<file path="src/rtl/mesi2_pkg.sv">
package mesi2_pkg;
  typedef enum logic [1:0] {ST_I = 2'd0, ST_S = 2'd1, ST_E = 2'd2, ST_M = 2'd3} mesi_e;
  typedef enum logic [1:0] {ACT_NONE = 2'd0, ACT_SRD = 2'd1, ACT_BRD = 2'd2, ACT_SWR = 2'd3} act_e;
  typedef enum logic [1:0] {OP_RD = 2'd0, OP_WR = 2'd1, OP_EVICT = 2'd2, OP_NOP = 2'd3} op_e;

  typedef struct packed {
    act_e  first;
    logic  chain_wr;
    mesi_e l1_nx;
    mesi_e l2_nx;
  } plan_t;
endpackage

</file>
<file path="src/rtl/mesi2_decide.sv">
module mesi2_decide
  import mesi2_pkg::*;
(
  input  op_e   op_i,
  input  mesi_e l1_i,
  input  mesi_e l2_i,
  input  logic  cacheable_i,
  input  logic  wb_i,
  output plan_t plan_o
);
  mesi_e fill;
  assign fill = wb_i ? ST_E : ST_S;

  always_comb begin
    plan_o.first    = ACT_NONE;
    plan_o.chain_wr = 1'b0;
    plan_o.l1_nx    = l1_i;
    plan_o.l2_nx    = l2_i;
    case (op_i)
      OP_RD: begin
        if (l1_i != ST_I) begin
          plan_o.first = ACT_NONE;
        end else if (l2_i != ST_I) begin
          plan_o.l1_nx = (l2_i == ST_M) ? ST_E : l2_i;
        end else if (cacheable_i) begin
          plan_o.first = ACT_BRD;
          plan_o.l1_nx = fill;
          plan_o.l2_nx = fill;
        end else begin
          plan_o.first = ACT_SRD;
        end
      end
      OP_WR: begin
        if (l1_i == ST_E || l1_i == ST_M) begin
          plan_o.l1_nx = ST_M;
        end else if (l1_i == ST_S) begin
          plan_o.first = ACT_SWR;
          plan_o.l1_nx = fill;
          plan_o.l2_nx = (l2_i != ST_I) ? fill : ST_I;
        end else if (l2_i == ST_E || l2_i == ST_M) begin
          plan_o.l2_nx = ST_M;
        end else if (l2_i == ST_S) begin
          plan_o.first = ACT_SWR;
          plan_o.l2_nx = fill;
        end else if (!cacheable_i) begin
          plan_o.first = ACT_SWR;
        end else if (wb_i) begin
          plan_o.first = ACT_BRD;
          plan_o.l1_nx = ST_M;
          plan_o.l2_nx = ST_E;
        end else begin
          // burst fill, then the write goes through to the bus
          plan_o.first    = ACT_BRD;
          plan_o.chain_wr = 1'b1;
          plan_o.l1_nx    = ST_S;
          plan_o.l2_nx    = ST_S;
        end
      end
      OP_EVICT: begin
        plan_o.l1_nx = ST_I;
        if (l1_i == ST_M) plan_o.l2_nx = ST_M;
      end
      default: plan_o.first = ACT_NONE;
    endcase
  end
endmodule

</file>
<file path="src/rtl/mesi2_state_array.sv">
module mesi2_state_array
  import mesi2_pkg::*;
#(
  parameter int LINES = 16,
  localparam int IDX_W = $clog2(LINES)
) (
  input  logic               clk_i,
  input  logic               rst_ni,
  input  logic [IDX_W-1:0]   rd_idx_i,
  input  logic [IDX_W-1:0]   peek_idx_i,
  input  logic               we_i,
  input  logic [IDX_W-1:0]   wr_idx_i,
  input  mesi_e              l1_wd_i,
  input  mesi_e              l2_wd_i,
  output mesi_e              l1_rd_o,
  output mesi_e              l2_rd_o,
  output logic [1:0]         l1_pk_o,
  output logic [1:0]         l2_pk_o,
  output logic [2*LINES-1:0] l1_vec_o,
  output logic [2*LINES-1:0] l2_vec_o
);
  logic [LINES-1:0][1:0] l1_q, l2_q;
  logic [LINES-1:0]      sel;

  for (genvar g = 0; g < LINES; g++) begin : g_sel
    assign sel[g] = we_i && (wr_idx_i == IDX_W'(g));
  end

  always_ff @(posedge clk_i or negedge rst_ni) begin
    if (!rst_ni) begin
      l1_q <= '0;
      l2_q <= '0;
    end else begin
      for (int i = 0; i < LINES; i++) begin
        if (sel[i]) begin
          l1_q[i] <= l1_wd_i;
          l2_q[i] <= l2_wd_i;
        end
      end
    end
  end

  assign l1_rd_o  = mesi_e'(l1_q[rd_idx_i]);
  assign l2_rd_o  = mesi_e'(l2_q[rd_idx_i]);
  assign l1_pk_o  = l1_q[peek_idx_i];
  assign l2_pk_o  = l2_q[peek_idx_i];
  assign l1_vec_o = l1_q;
  assign l2_vec_o = l2_q;
endmodule

</file>
<file path="src/rtl/mesi2_seq.sv">
module mesi2_seq
  import mesi2_pkg::*;
#(
  parameter int LINES = 16,
  localparam int IDX_W = $clog2(LINES)
) (
  input  logic             clk_i,
  input  logic             rst_ni,
  input  logic             req_valid_i,
  input  logic [IDX_W-1:0] req_idx_i,
  input  plan_t            plan_i,
  input  logic             bus_done_i,
  output logic             busy_o,
  output act_e             act_o,
  output logic             we_o,
  output logic [IDX_W-1:0] wr_idx_o,
  output mesi_e            l1_wd_o,
  output mesi_e            l2_wd_o
);
  plan_t            held_q;
  logic [IDX_W-1:0] idx_q;
  logic             chain_q;
  logic             accept, fast, finish;

  assign accept = req_valid_i && !busy_o;
  assign fast   = accept && (plan_i.first == ACT_NONE);
  assign finish = busy_o && bus_done_i && !chain_q;

  always_ff @(posedge clk_i or negedge rst_ni) begin
    if (!rst_ni) begin
      busy_o  <= 1'b0;
      act_o   <= ACT_NONE;
      chain_q <= 1'b0;
      idx_q   <= '0;
      held_q  <= '0;
    end else if (accept) begin
      held_q <= plan_i;
      idx_q  <= req_idx_i;
      if (plan_i.first != ACT_NONE) begin
        busy_o  <= 1'b1;
        act_o   <= plan_i.first;
        chain_q <= plan_i.chain_wr;
      end
    end else if (busy_o && bus_done_i) begin
      if (chain_q) begin
        act_o   <= ACT_SWR;
        chain_q <= 1'b0;
      end else begin
        busy_o <= 1'b0;
        act_o  <= ACT_NONE;
      end
    end
  end

  assign we_o     = fast || finish;
  assign wr_idx_o = fast ? req_idx_i : idx_q;
  assign l1_wd_o  = fast ? plan_i.l1_nx : held_q.l1_nx;
  assign l2_wd_o  = fast ? plan_i.l2_nx : held_q.l2_nx;
endmodule

</file>
<file path="src/rtl/mesi2_ctrl.sv">
module mesi2_ctrl
  import mesi2_pkg::*;
#(
  parameter int LINES = 16,
  localparam int IDX_W = $clog2(LINES)
) (
  input  logic             clk_i,
  input  logic             rst_ni,
  input  logic             req_valid_i,
  input  logic [1:0]       req_op_i,
  input  logic [IDX_W-1:0] req_idx_i,
  input  logic             cache_req_i,
  input  logic             cache_ok_i,
  input  logic             wt_force_i,
  input  logic             wb_allow_i,
  input  logic             bus_done_i,
  input  logic [IDX_W-1:0] peek_idx_i,
  output logic             busy_o,
  output logic [1:0]       act_o,
  output logic [1:0]       l1_peek_o,
  output logic [1:0]       l2_peek_o
);
  mesi_e            l1_cur, l2_cur, l1_wd, l2_wd;
  plan_t            plan;
  logic             we;
  logic [IDX_W-1:0] wr_idx;
  act_e             act;
  logic [2*LINES-1:0] l1_vec, l2_vec;
  logic             cacheable, wb_mode;

  assign cacheable = cache_req_i && cache_ok_i;
  assign wb_mode   = wb_allow_i && !wt_force_i;

  mesi2_state_array #(.LINES(LINES)) u_arr (
    .clk_i, .rst_ni,
    .rd_idx_i(req_idx_i), .peek_idx_i(peek_idx_i),
    .we_i(we), .wr_idx_i(wr_idx), .l1_wd_i(l1_wd), .l2_wd_i(l2_wd),
    .l1_rd_o(l1_cur), .l2_rd_o(l2_cur),
    .l1_pk_o(l1_peek_o), .l2_pk_o(l2_peek_o),
    .l1_vec_o(l1_vec), .l2_vec_o(l2_vec)
  );

  mesi2_decide u_dec (
    .op_i(op_e'(req_op_i)), .l1_i(l1_cur), .l2_i(l2_cur),
    .cacheable_i(cacheable), .wb_i(wb_mode), .plan_o(plan)
  );

  mesi2_seq #(.LINES(LINES)) u_seq (
    .clk_i, .rst_ni,
    .req_valid_i, .req_idx_i, .plan_i(plan), .bus_done_i,
    .busy_o, .act_o(act), .we_o(we), .wr_idx_o(wr_idx),
    .l1_wd_o(l1_wd), .l2_wd_o(l2_wd)
  );

  assign act_o = act;
endmodule

</file>
<file path="config.mk">
export PLATFORM = sky130hd
export DESIGN_NAME = mesi2_ctrl
export DESIGN_NICKNAME = d
export VERILOG_FILES = /design/src/rtl/mesi2_pkg.sv /design/src/rtl/mesi2_decide.sv /design/src/rtl/mesi2_state_array.sv /design/src/rtl/mesi2_seq.sv /design/src/rtl/mesi2_ctrl.sv
export SDC_FILE = /design/constraint.sdc
export NUM_CORES = 1
export LEC_CHECK = 0
export CORE_MARGIN = 2
export CORE_UTILIZATION = 35
export DETAILED_ROUTE_END_ITERATION = 8
export DONT_BUFFER_PORTS = 1
export PLACE_DENSITY_LB_ADDON = 0.1
export SETUP_SLACK_MARGIN = 0.2
export SLEW_MARGIN = 10
export SYNTH_ARGS = -nofsm -noshare
export SYNTH_HDL_FRONTEND = slang
export SYNTH_SLANG_ARGS = --single-unit
</file>
<file path="constraint.sdc">
create_clock -name clk_i -period 2.7 [get_ports clk_i]
set_input_delay 0.27 -clock clk_i [delete_from_list [all_inputs] [get_ports clk_i]]
set_output_delay 0.27 -clock clk_i [all_outputs]
set_load 0.02 [all_outputs]
</file>
Yosys cells after proc, flatten, opt, wreduce, memory -nomap -nowiden
Cells that the tools add are included.
{"block": "word_totals", "ff_bits": 76, "inputBits": 18, "out_inout_bits": 7, "word_cells": 153}
{"block": "classes", "order_cmp": 2, "n_eq_ne": 25, "n_mux": 51, "reduce_logical": 37}
{"operator": "2-to-1 mux 2 bit", "count": 25}
{"operator": "binary-select mux 2 bit (select 4 bit)", "count": 4}
{"operator": "equality test 4 bit (second input constant)", "count": 8}
{"operator": "logical AND 1 bit", "count": 22}
{"operator": "2-to-1 mux 4 bit", "count": 5}
{"operator": "equality test 4 x 3 -> 1 bit (second input constant)", "count": 4}
{"operator": "case mux 4 bit (3 select lines)", "count": 1}
{"operator": "2-to-1 mux 1 bit", "count": 11}
{"operator": "equality test 2 bit (second input constant)", "count": 5}
{"operator": "less-than comparator 4 x 5 -> 1 bit (second input constant)", "count": 2}
{"operator": "2-to-1 mux 5 bit", "count": 2}
{"operator": "equality test 4 x 2 -> 1 bit (second input constant)", "count": 2}
{"operator": "nonzero test 2 bit", "count": 4}
{"operator": "equality test 2 x 1 -> 1 bit (second input constant)", "count": 3}
{"operator": "2-to-1 mux 3 bit", "count": 2}
{"operator": "equality test 4 x 1 -> 1 bit (second input constant)", "count": 1}
{"operator": "logical NOT 2 bit", "count": 2}
{"operator": "logical NOT 4 bit", "count": 1}
{"operator": "inequality test 2 bit (second input constant)", "count": 2}
{"operator": "case mux 2 bit (2 select lines)", "count": 1}
{"operator": "logical NOT 1 bit", "count": 3}
{"operator": "logical OR 1 bit", "count": 3}
{"operator": "AND reduction 3 bit", "count": 1}
{"operator": "AND reduction 2 bit", "count": 1}

Depth between registers and ports, before layout
Gate-level depths: netlist of run 1.
{"block": "logic_depth", "depth_word": 14, "mapped_depth": 13, "mapped_depth_nobuf": 8}

Cells and area by module
From an unflattened synthesis of run 1, not the netlist that was laid out.
{"block": "hier_totals", "hier_cells": 329, "area_unflattened_um2": 4500.6}
{"module": "mesi2_state_array", "instances": 1, "cells_each": 234, "area_each_um2": 3569.7, "seq_area_each_um2": 1601.5}
{"module": "mesi2_seq", "instances": 1, "cells_each": 47, "area_each_um2": 611.8, "seq_area_each_um2": 300.3}
{"module": "mesi2_decide", "instances": 1, "cells_each": 46, "area_each_um2": 299.0, "seq_area_each_um2": 0.0}
{"module": "mesi2_ctrl", "instances": 1, "cells_each": 2, "area_each_um2": 20.0, "seq_area_each_um2": 0.0}

Worst setup path after synthesis of run 1
No wires, ideal clock.
{"block": "synth_path", "path_kind": "input to register", "startpoint": "in req_idx_i[0]", "endpoint": "reg u_arr.l1_q (netlist bit u_arr.l1_vec_o[21])", "setup_time_ns": 0.125, "arrival_ns": 2.756, "required_ns": 2.575, "slack_ns": -0.181, "path_stages": 10, "n_path_buf": 2, "cell_sequence": "buf_4 > mux4_2 > mux2i_1 > mux2i_2 > a311o_1 > nor3_4 > nor2_2 > mux2_4 > buf_4 > mux2_2"}
{"block": "synth_via", "elab_chain_len": 13, "word_cells_on_any_way": 37, "classes_between": "eq/ne (7); mux (22); reduce/logical (8)"}
{"element": "start, declared", "line": "mesi2_ctrl.sv:11", "source": "input logic [IDX_W-1:0] req_idx_i,"}
{"element": "binary-select mux 2 bit (select 4 bit)", "line": "mesi2_state_array.sv:44", "source": "assign l2_rd_o = mesi_e'(l2_q[rd_idx_i]);"}
{"element": "2-to-1 mux 2 bit (not written as such)", "line": "mesi2_state_array.sv:44"}
{"element": "equality test 2 x 1 -> 1 bit (tied with other cells)", "line": "mesi2_decide.sv:42", "source": "end else if (l2_i == ST_S) begin"}
{"element": "2-to-1 mux 2 bit or logical OR 1 bit (tied branches)", "line": "mesi2_decide.sv:42, mesi2_decide.sv:40"}
{"element": "2-to-1 mux 5 bit", "line": "mesi2_decide.sv:40", "source": "end else if (l2_i == ST_E || l2_i == ST_M) begin"}
{"element": "2-to-1 mux 2 bit", "line": "mesi2_decide.sv:36", "source": "end else if (l1_i == ST_S) begin"}
{"element": "2-to-1 mux 3 bit", "line": "mesi2_decide.sv:34", "source": "if (l1_i == ST_E || l1_i == ST_M) begin"}
{"element": "case mux 2 bit (2 select lines)", "line": "mesi2_decide.sv:19", "source": "case (op_i)"}
{"element": "logical NOT 2 bit", "line": "mesi2_seq.sv:26", "source": "assign fast = accept && (plan_i.first == ACT_NONE);"}
{"element": "logical AND 1 bit", "line": "mesi2_seq.sv:26"}
{"element": "2-to-1 mux 4 bit", "line": "mesi2_seq.sv:56", "source": "assign wr_idx_o = fast ? req_idx_i : idx_q;"}
{"element": "equality test 4 bit", "line": "mesi2_state_array.sv:26", "source": "assign sel[g] = we_i && (wr_idx_i == IDX_W'(g));"}
{"element": "logical AND 1 bit", "line": "mesi2_state_array.sv:26"}
{"element": "end signal, assigned by index", "line": "mesi2_state_array.sv:36", "source": "l1_q[i] <= l1_wd_i;"}
{"element": "end, declared", "line": "mesi2_state_array.sv:22", "source": "logic [LINES-1:0][1:0] l1_q, l2_q;"}
Several ways; a longest one is shown, not always the timed one. The select of a mux whose other input is x is not followed.
A chain may end at the register's enable or synchronous reset.

Worst setup path in the final report of run 1
{"block": "layout_path", "startpoint": "reg u_arr.l2_q (netlist bit u_arr.l2_vec_o[19])", "endpoint": "reg u_arr.l1_q (netlist bit u_arr.l1_vec_o[1])"}
{"block": "layout_via", "elab_chain_len": 13, "word_cells_on_any_way": 28, "classes_between": "eq/ne (3); mux (18); reduce/logical (7)"}
{"element": "start, declared", "line": "mesi2_state_array.sv:22"}
{"element": "start signal, assigned by index", "line": "mesi2_state_array.sv:37", "source": "l2_q[i] <= l2_wd_i;"}
{"element": "binary-select mux 2 bit (select 4 bit) (*)", "line": "mesi2_state_array.sv:44"}
{"element": "2-to-1 mux 2 bit (not written as such) (*)", "line": "mesi2_state_array.sv:44"}
{"element": "equality test 2 x 1 -> 1 bit (tied with other cells)", "line": "mesi2_decide.sv:42"}
{"element": "2-to-1 mux 2 bit or logical OR 1 bit (tied branches)", "line": "mesi2_decide.sv:42, mesi2_decide.sv:40"}
{"element": "2-to-1 mux 5 bit", "line": "mesi2_decide.sv:40"}
{"element": "2-to-1 mux 2 bit", "line": "mesi2_decide.sv:36"}
{"element": "2-to-1 mux 3 bit", "line": "mesi2_decide.sv:34"}
{"element": "case mux 2 bit (2 select lines)", "line": "mesi2_decide.sv:19"}
{"element": "logical NOT 2 bit", "line": "mesi2_seq.sv:26"}
{"element": "logical AND 1 bit", "line": "mesi2_seq.sv:26"}
{"element": "2-to-1 mux 4 bit", "line": "mesi2_seq.sv:56"}
{"element": "logical NOT 4 bit", "line": "mesi2_state_array.sv:26"}
{"element": "logical AND 1 bit", "line": "mesi2_state_array.sv:26"}
Every way passes the cells marked *; elsewhere a longest branch is shown, timed or not. The select of a mux whose other input is x is not followed.

==> results of run 1 <==
## cells in the final DEF, fill, tap and decap left out, types with 10 or more instances in the layout
cell / n
mux2i_1: 10
dfrtp_1: 76
mux2_4: 34
mux4_2: 28
nor2_1: 19
mux2_2: 42
buf_4: 80
clkbuf_16: 10
nand2_1: 31
## registers in the layout, indices dropped and copies added (netlist names)
register and cells:
u_arr.l2_vec_o 32, u_seq.busy_o 1, u_seq.idx_q 4, u_arr.l1_vec_o 32, u_seq.act_o 2, u_seq.held_q 4, u_seq.chain_q 1
## power by group
group          internal (mW)  leakage, nW  switching (mW)  total (mW)
Clock                  0.833        0.153           0.483        1.32
Sequential              1.67        0.953           0.374        2.04
Combinational           2.09         1.62            1.47        3.56
Total                   4.59         2.73            2.33        6.92
## cells in the mapped netlist (all sizes together) (2+ instances only)
| cell type | instances |
|---|---|
| a211oi | 2 |
| a21boi | 2 |
| a21oi | 4 |
| a221oi | 2 |
| a22oi | 2 |
| a31o | 3 |
| a31oi | 2 |
| a32o | 5 |
| a32oi | 2 |
| buf | 10 |
| clkbuf | 12 |
| dfrtp | 76 |
| inv | 4 |
| mux2 | 75 |
| mux2i | 12 |
| mux4 | 28 |
| nand2 | 31 |
| nand2b | 9 |
| nand3 | 6 |
| nand4 | 3 |
| nor2 | 20 |
| nor2b | 9 |
| nor3 | 6 |
| nor4 | 2 |
| o21ai | 4 |
| o22ai | 11 |
| o31a | 2 |
| o31ai | 3 |
| o32ai | 5 |
| or2 | 5 |
## path summary, 6_finish.rpt
path,slack [ns],cells past startpoint,start,end
setup / recovery,-0.08,9,u_arr.l2_vec_o[19]$_DFFE_PN0P_,u_arr.l1_vec_o[1]$_DFFE_PN0P_
hold / removal,0.03,2,req_idx_i[2],u_seq.idx_q[2]$_DFFE_PN0P_
setup reg to reg,-0.08,9,u_arr.l2_vec_o[19]$_DFFE_PN0P_,u_arr.l1_vec_o[1]$_DFFE_PN0P_
hold reg to reg,0.51,1,u_seq.held_q[1]$_DFFE_PN0P_,u_seq.held_q[1]$_DFFE_PN0P_
max in group asynchronous,1.91,2,rst_ni,u_arr.l2_vec_o[18]$_DFFE_PN0P_
min in group asynchronous,0.47,2,rst_ni,u_seq.act_o[1]$_DFFE_PN0P_
## final cells by class
class	count	share of cell area (%)
clock buffers	12	3.89
clock inverters	4	1.14
inverters	5	0.296
multi-input cells	273	47.8
flip-flops and latches	76	30.0
well taps	176	3.47
repair buffers	96	13.4
## kinds of logic after synthesis
kind of cell | after synthesis
AO/OA/AOI/OAI | 59
buffers and inverters | 27
flip-flops | 76
multiplexers | 115
AND/OR/NAND/NOR | 97
## layer usage
layer / global-route usage [%] / vias to the layer above / part of all wire [%]
met3: 4.93 / 30 / 4.5
met2: 32.2 / 83 / 46
met4: 10.3 / 0 / 3.1
met1: 29.0 / 1846 / 46
li1: - / 1630 / -
met5: 0 / - / 0
## what timing repair did
action,in CTS,in global routing
pin swaps,6,18
hold buffers,2,0
setup buffers,5,6
hold endpoints to repair,76,0
setup endpoints to repair,68,69
cloned,2,1
resized for setup,34,31
## through the flow
stage          hold slack (ns)  setup TNS, ns  utilization [%]
2_1_floorplan          -0.0256         -0.923                -
3_3_place_gp           -0.0227          -8.37             42.7
3_5_place_dp           -0.0224          -8.51             42.7
4_1_cts                 0.0299          -3.94             46.9
5_1_grt                 0.0533         -10.09             48.5
6_report                0.0335          -3.07             48.5
==> summary.md, run 1 <==
| Metric | Value |
|---|---|
| Worst Path Arrival | `3.01 ns` |
| Vias in the first global route | `3,707` |
| Post-route ant nets | `0` |
| Grt total ovfl | `0` |
| Post-route DRC | `0` |
| Leakage Power | `2.73 nW` |
| Post-DR vias/cell | `5.59` |
| Clock Latency Late Sink | `0.35 ns` |
| Filler cell count | `1,157` |
| Total CTS buffers | `9` |
| Nets | `479` |
| # rows | `42` |
| Max-cap viol count | `0` |
| Worst-Margin Slew | `0.548 ns` |
| First-pass GRT wire length | `22,300 um` |
| Syn Nets | `392` |
| Slew Limit Fails | `0` |
| Routed len/inst | `22.7 um` |
| Syn_area_per_cell | `12.4 sq um` |
| Synthesized flop and latch total | `76` |
| Post-route cell area | `6340 sq um` |
| Port Buffer Count | `0` |
| Worst vdd ir | `0.467 mV` |
| Layout cells sized above 1 | `56.0%` |
| First-pass iteration count of the detailed router | `4` |
| Mux cell area share after synthesis | `34.8%` |
| Startpoint Class | `flop` |
| Setup Viol. Count Final | `64` |
| I/O pin count | `25` |
| Initial Utilization | `35.4%` |
| YS warnings | `0` |
| Reg area | `1900 sq um` |
| Post-synthesis cell area | `4640 sq um` |
| Largest cells by area after synthesis | `dfrtp_1 41%, mux2_2 17%, mux4_2 14%, nand2_1 2.5%, mux2i_1 2.2%` |
| Area share of the largest cell type after synthesis | `41.0%` |
| CTS tree | `done` |
| CP most frequent cell | `mux2_4` |
| Clock sink count | `76` |
| Die width | `119 um` |
| Hold Path Class | `in2reg` |
| Crit path cell chain | `mux4_2, mux2i_1, mux2i_2, buf_4, o31ai_1, a221oi_2, a221o_1, mux2_4, mux2_4` |
| Compound-gate portion of the synthesized area | `10.6%` |
| Pre-CTS setup slack | `-0.196 ns` |
| Die Height | `119 um` |
| Total number of vias | `3,589` |
| Final total power | `6.92 mW` |
| DP HPWL | `10,100 um` |
| Pwr Density | `1090 nW/um^2` |
| Fmax | `0.360 GHz` |
| Die ar. | `14,200 sq um` |
| Crit-path max cell delay | `0.50 ns` |
| Largest area contributor in the netlist | `dfrtp_1` |
| Status | `finished, violations left` |
| CP top delay family | `multiplexers` |
| PnR worst setup slack | `-0.0804 ns` |
| Data required time of the critical path | `2.93 ns` |
| Total GRT Usage | `21.3%` |
| CP bufs+invs | `1` |
| Final Hold Fails | `0` |
| Unrepaired setup endpoints after global routing | `true` |
| Post-synth cell types | `58` |
| Ant diodes | `0` |
| Core Area | `13,100 sq um` |
| Ys flop type | `dfrtp_1` |
| Ys async rst share | `100%` |
| Routability cong. | `0.847` |
| Area Overhead vs Synth | `36.8%` |
| Synth Area in Adders | `0%` |
| Critical Path Fanout Max | `8` |
| Post-synth EDFFs | `0` |
| Clock Skew | `0.00576 ns` |
| Fin crit period | `2.78 ns` |
| Post-Synthesis Cells | `374` |
| Total Wirelength | `14,600 um` |
| Post-Synth Simple-Gate Area | `10.7%` |
| Largest family of logic cells by synthesized area | `multiplexers` |
| Multi-input gate area | `3030 sq um` |
| Max-slew headroom | `63.1%` |
| Tcrit/Tclk final | `103%` |
| Maximum buffer depth of the clock tree | `2` |
| Initial antenna violation count | `0` |
| Sequential area share after synthesis | `41.0%` |
| Kind of critical path | `reg2reg` |
| Largest net degree at the start of global routing | `77` |
| Clk root buf | `clkbuf_16` |
| Post-Synth XOR/XNOR Area | `0%` |
| Finished Layout Cells | `642` |
| H-tree Lvls | `3` |
| Failing checks | `negative setup slack` |
| Setup crit end kind | `flop` |
| Placed Cells | `610` |
| CTS clk-pin slew, worst paths | `0.06 ns` |
| DP Area | `5590 sq um` |
| DR iter-0 viols | `244` |
| CP max stage cell | `mux4_2` |
Power figures use the tool's default switching activity.
==> inputs of run 2 (changes only) <==
- ABC_AREA: not set -> 1
- CORE_UTILIZATION: 35 -> 58
- TNS_END_PERCENT: not set -> 1
==> run 2 against run 1 <==
Against the previous run:
- global-route usage grew 13 points
- clock power fell by 31%
- sequential cell count stayed put
- largest power group unchanged
- sequential power down 3%
- largest cell class unchanged
- the flow now finishes without violations
- clock skew grew 0.0074 ns
- setup slack improved by 0.20 ns
- critical path depth grew 5
- combinational power up 3%
- clock-buffer cell count shrank 2
==> summary.md, run 2 <==
| Metric | Value |
|---|---|
| Status | `finished clean (was finished, violations left)` |
| Ant diodes | `0 (unchanged)` |
| Core Area | `9150 sq um (was 13,100 sq um)` |
| Die width | `101 um (was 119 um)` |
| Commonest non-fill, non-tap cell in the layout | `nand2_1 (was buf_4)` |
| Reg-to-reg setup timing slack | `0.12 ns (was -0.08 ns)` |
| Final Hold Fails | `0 (unchanged)` |
| Vias in the first global route | `5,039 (was 3,707)` |
| Nets | `816 (was 479)` |
| Sum of negative setup slack | `0 ns (was -3.07 ns)` |
| Commonest cells after routing, fill and taps aside | `206 x nand2_1, 113 x nand3_1, 80 x inv_1, 76 x dfrtp_1, 49 x o21bai_1 (was 80 x buf_4, 76 x dfrtp_1, 42 x mux2_2, 34 x mux2_4, 31 x nand2_1)` |
| Clock network power share | `13.9% (was 19.0%)` |
| R2r endpoint | `u_arr.l2_vec_o[1]$_DFFE_PN0P_ (was u_arr.l1_vec_o[1]$_DFFE_PN0P_)` |
| First-pass iteration count of the detailed router | `6 (was 4)` |
| Clock Latency Late Sink | `0.36 ns (was 0.35 ns)` |
| Hold Path Class | `in2reg (unchanged)` |
| Filler cell count | `816 (was 1,157)` |
| Most frequent cell after synthesis | `nand2_1 (was dfrtp_1)` |
| Post-DR vias/cell | `6.06 (was 5.59)` |
| Maximum buffer depth of the clock tree | `2 (unchanged)` |
| Initial antenna violation count | `0 (unchanged)` |
| Die Height | `101 um (was 119 um)` |
| Pre-CTS setup slack | `0.0134 ns (was -0.196 ns)` |
| Total CTS buffers | `9 (unchanged)` |
| Max-cap viol count | `0 (unchanged)` |
| Syn_area_per_cell | `7.01 sq um (was 12.4 sq um)` |
| Clock Skew | `0.0132 ns (was 0.00576 ns)` |
| Total GRT Usage | `34.3% (was 21.3%)` |
| Total Wirelength | `17,200 um (was 14,600 um)` |
| Kind of critical path | `reg2reg (unchanged)` |
| H-tree Lvls | `3 (unchanged)` |
| Sw Ratio | `46.8% (was 33.6%)` |
| YS warnings | `0 (unchanged)` |
| Crit Reg-Reg Startpoint | `u_arr.l1_vec_o[24]$_DFFE_PN0P_ (was u_arr.l2_vec_o[19]$_DFFE_PN0P_)` |
| Hold depth | `3 (was 2)` |
| Worst hold start | `req_op_i[1] (was req_idx_i[2])` |
| Pwr Density | `1060 nW/um^2 (was 1090 nW/um^2)` |
| Data required time of the critical path | `2.95 ns (was 2.93 ns)` |
| Fmax | `0.388 GHz (was 0.360 GHz)` |
| Hold EP | `u_seq.held_q[1]$_DFFE_PN0P_ (was u_seq.idx_q[2]$_DFFE_PN0P_)` |
| Combinational Power Share | `55.9% (was 51.5%)` |
| Area Overhead vs Synth | `14.6% (was 36.8%)` |
| Leakage Power | `3.00 nW (was 2.73 nW)` |
| Grt total ovfl | `0 (unchanged)` |
| Worst-Margin Slew | `0.678 ns (was 0.548 ns)` |
| Largest area contributor in the netlist | `dfrtp_1 (unchanged)` |
| Worst Path Arrival | `2.83 ns (was 3.01 ns)` |
| Clock sink count | `76 (unchanged)` |
| Max-slew headroom | `54.3% (was 63.1%)` |
| Post-route DRC | `0 (unchanged)` |
| # rows | `35 (was 42)` |
| Total number of vias | `5,541 (was 3,589)` |
| Unrepaired setup endpoints after global routing | `true (unchanged)` |
| Port Buffer Count | `0 (unchanged)` |
| CTS tree | `done (unchanged)` |
| Post-synthesis cell area | `5400 sq um (was 4640 sq um)` |
| Ys async rst share | `100% (unchanged)` |
| Die ar. | `10,100 sq um (was 14,200 sq um)` |
| Worst r2r path cells | `14 (was 9)` |
| Sequential area share after synthesis | `35.2% (was 41.0%)` |
| Layout cells sized above 1 | `17.6% (was 56.0%)` |
| Ys flop type | `dfrtp_1 (unchanged)` |
| Initial Utilization | `59.0% (was 35.4%)` |
| Post-Synthesis Cells | `771 (was 374)` |
| Worst vdd ir | `0.716 mV (was 0.467 mV)` |
| Slew Limit Fails | `0 (unchanged)` |
| Post-route ant nets | `0 (unchanged)` |
| Sw power | `3.07 mW (was 2.33 mW)` |
| Post-route cell area | `6190 sq um (was 6340 sq um)` |
| Setup crit end kind | `flop (unchanged)` |
| Top cells by count, synth | `216 x nand2_1, 117 x nand3_1, 82 x inv_1 (was 76 x dfrtp_1, 72 x mux2_2, 31 x nand2_1)` |
| Synthesized flop and latch total | `76 (unchanged)` |
| DP HPWL | `11,300 um (was 10,100 um)` |
| Routed len/inst | `18.8 um (was 22.7 um)` |
| First-pass GRT wire length | `26,700 um (was 22,300 um)` |
| Largest cells by area after synthesis | `dfrtp_1 35%, nand2_1 15%, nand3_1 11%, o21bai_1 6.8%, inv_1 5.7% (was dfrtp_1 41%, mux2_2 17%, mux4_2 14%, nand2_1 2.5%, mux2i_1 2.2%)` |
| Reg power frac | `30.2% (was 29.5%)` |
| Syn Nets | `789 (was 392)` |
| Critical Path Fanout Max | `8 (unchanged)` |
| Largest net degree at the start of global routing | `77 (unchanged)` |
| Post-synth EDFFs | `0 (unchanged)` |
| CTS clk-pin slew, worst paths | `0.09 ns (was 0.06 ns)` |
| DR iter-0 viols | `465 (was 244)` |
| Post-synth cell types | `37 (was 58)` |
| Int Power | `3.49 mW (was 4.59 mW)` |
| Final core occ | `67.6% (was 48.5%)` |
| Routability cong. | `0.979 (was 0.847)` |
| Tcrit/Tclk final | `95.5% (was 103%)` |
| PnR worst setup slack | `0.121 ns (was -0.0804 ns)` |
| Area share of the largest cell type after synthesis | `35.2% (was 41.0%)` |
| I/O pin count | `25 (unchanged)` |
| Clk root buf | `clkbuf_8 (was clkbuf_16)` |
| DP Area | `5640 sq um (was 5590 sq um)` |
| Setup Viol. Count Final | `0 (was 64)` |
| Fin crit period | `2.58 ns (was 2.78 ns)` |
| Startpoint Class | `flop (unchanged)` |
## run 2: changes by cell type in the layout (fill, tap and decap cells not counted), moves of 34 or more
cell | previous run | this run
nand2_1 | 31 | 206
nand3_1 | 6 | 113
inv_1 | 4 | 80
o21bai_1 | 0 | 49
o21ai_0 | 3 | 48
mux2_2 | 42 | 0
buf_4 | 80 | 40
a21oi_1 | 4 | 38
mux2_4 | 34 | 0
## run 2: cell type report
| type | instances | area (sq um) | area share, % |
|---|---|---|---|
| multi-input combinational | 557 | 2960 | 47.9 |
| sequential | 76 | 1900 | 30.7 |
| timing repair buffer | 59 | 623 | 10.1 |
| inverter | 95 | 364 | 5.88 |
| tap | 111 | 139 | 2.24 |
| clock buffer | 10 | 128 | 2.06 |
| clock inverter | 6 | 71.3 | 1.15 |
## run 2: worst max path at each step
stage | endpoint | from | depth (start not counted) | slack [ns]
after floorplan | u_arr.l1_vec_o[21]$_DFFE_PN0P_ | req_idx_i[0] | 18 | 0.37
after global routing | u_arr.l2_vec_o[1]$_DFFE_PN0P_ | u_arr.l1_vec_o[4]$_DFFE_PN0P_ | 13 | -0.02
after CTS | u_arr.l1_vec_o[9]$_DFFE_PN0P_ | u_arr.l1_vec_o[23]$_DFFE_PN0P_ | 18 | 0.19
final | u_arr.l2_vec_o[1]$_DFFE_PN0P_ | u_arr.l1_vec_o[24]$_DFFE_PN0P_ | 14 | 0.12
after global placement | u_arr.l2_vec_o[18]$_DFFE_PN0P_ | req_idx_i[1] | 14 | -0.02
after detailed placement | u_arr.l2_vec_o[11]$_DFFE_PN0P_ | req_idx_i[1] | 14 | 0.01
## run 2: worst max-delay path: stages, from the launching register on
cell and delay (ns):
dfrtp_1 0.40, or2_1 0.21, nand3_1 0.06, nand3_1 0.12
nand3_2 0.12, nand2_4 0.09, nor3_4 0.24, nand2_2 0.11
nand3_4 0.16, nor2_4 0.09, o21ai_4 0.25, nand2_2 0.19
buf_4 0.19, o21bai_1 0.16, nand2_1 0.06
## run 2: logic make-up after synthesis
group,Yosys count,share of synthesized area [%]
AND/OR/NAND/NOR,394,33.9
buffers and inverters,139,12.1
flip-flops,76,35.2
AO/OA/AOI/OAI,162,18.8
## run 2: power groups by stage
stage	sequential [mW]	clock [mW]	combinational (mW)
2_1_floorplan	1.91	0	2.26
3_3_place_gp	1.98	0	3.18
6_report	1.98	0.914	3.67
4_1_cts	1.97	0.916	3.37
3_5_place_dp	1.99	0	3.22
5_1_grt	2.04	0.967	4.00
## run 2: through the flow
step | total power [mW] | instances | hold slack, ns
after CTS | 6.26 | 897 | 0.173
after detailed placement | 5.21 | 875 | -0.0240
after global routing | 7.01 | 914 | 0.191
final | 6.57 | 914 | 0.178
after global placement | 5.16 | 875 | -0.0240
after floorplan | 4.17 | 771 | -0.0256
## run 2: repair_timing
item | in CTS | in global routing
setup endpoints to repair | 64 | 65
hold endpoints to repair | 76 | 0
gates cloned | 1 | 1
pin swaps | 3 | 20
resized for setup | 9 | 29
setup buffers | 3 | 16
hold buffers | 2 | 0
## run 2: routing by layer
layer,up-vias,track usage (%),part of all wire [%]
met3,51,6.52,11
met2,313,54.3,46
met4,0,12.6,3.0
met1,2600,47.0,40
li1,2577,-,-
met5,-,0,0
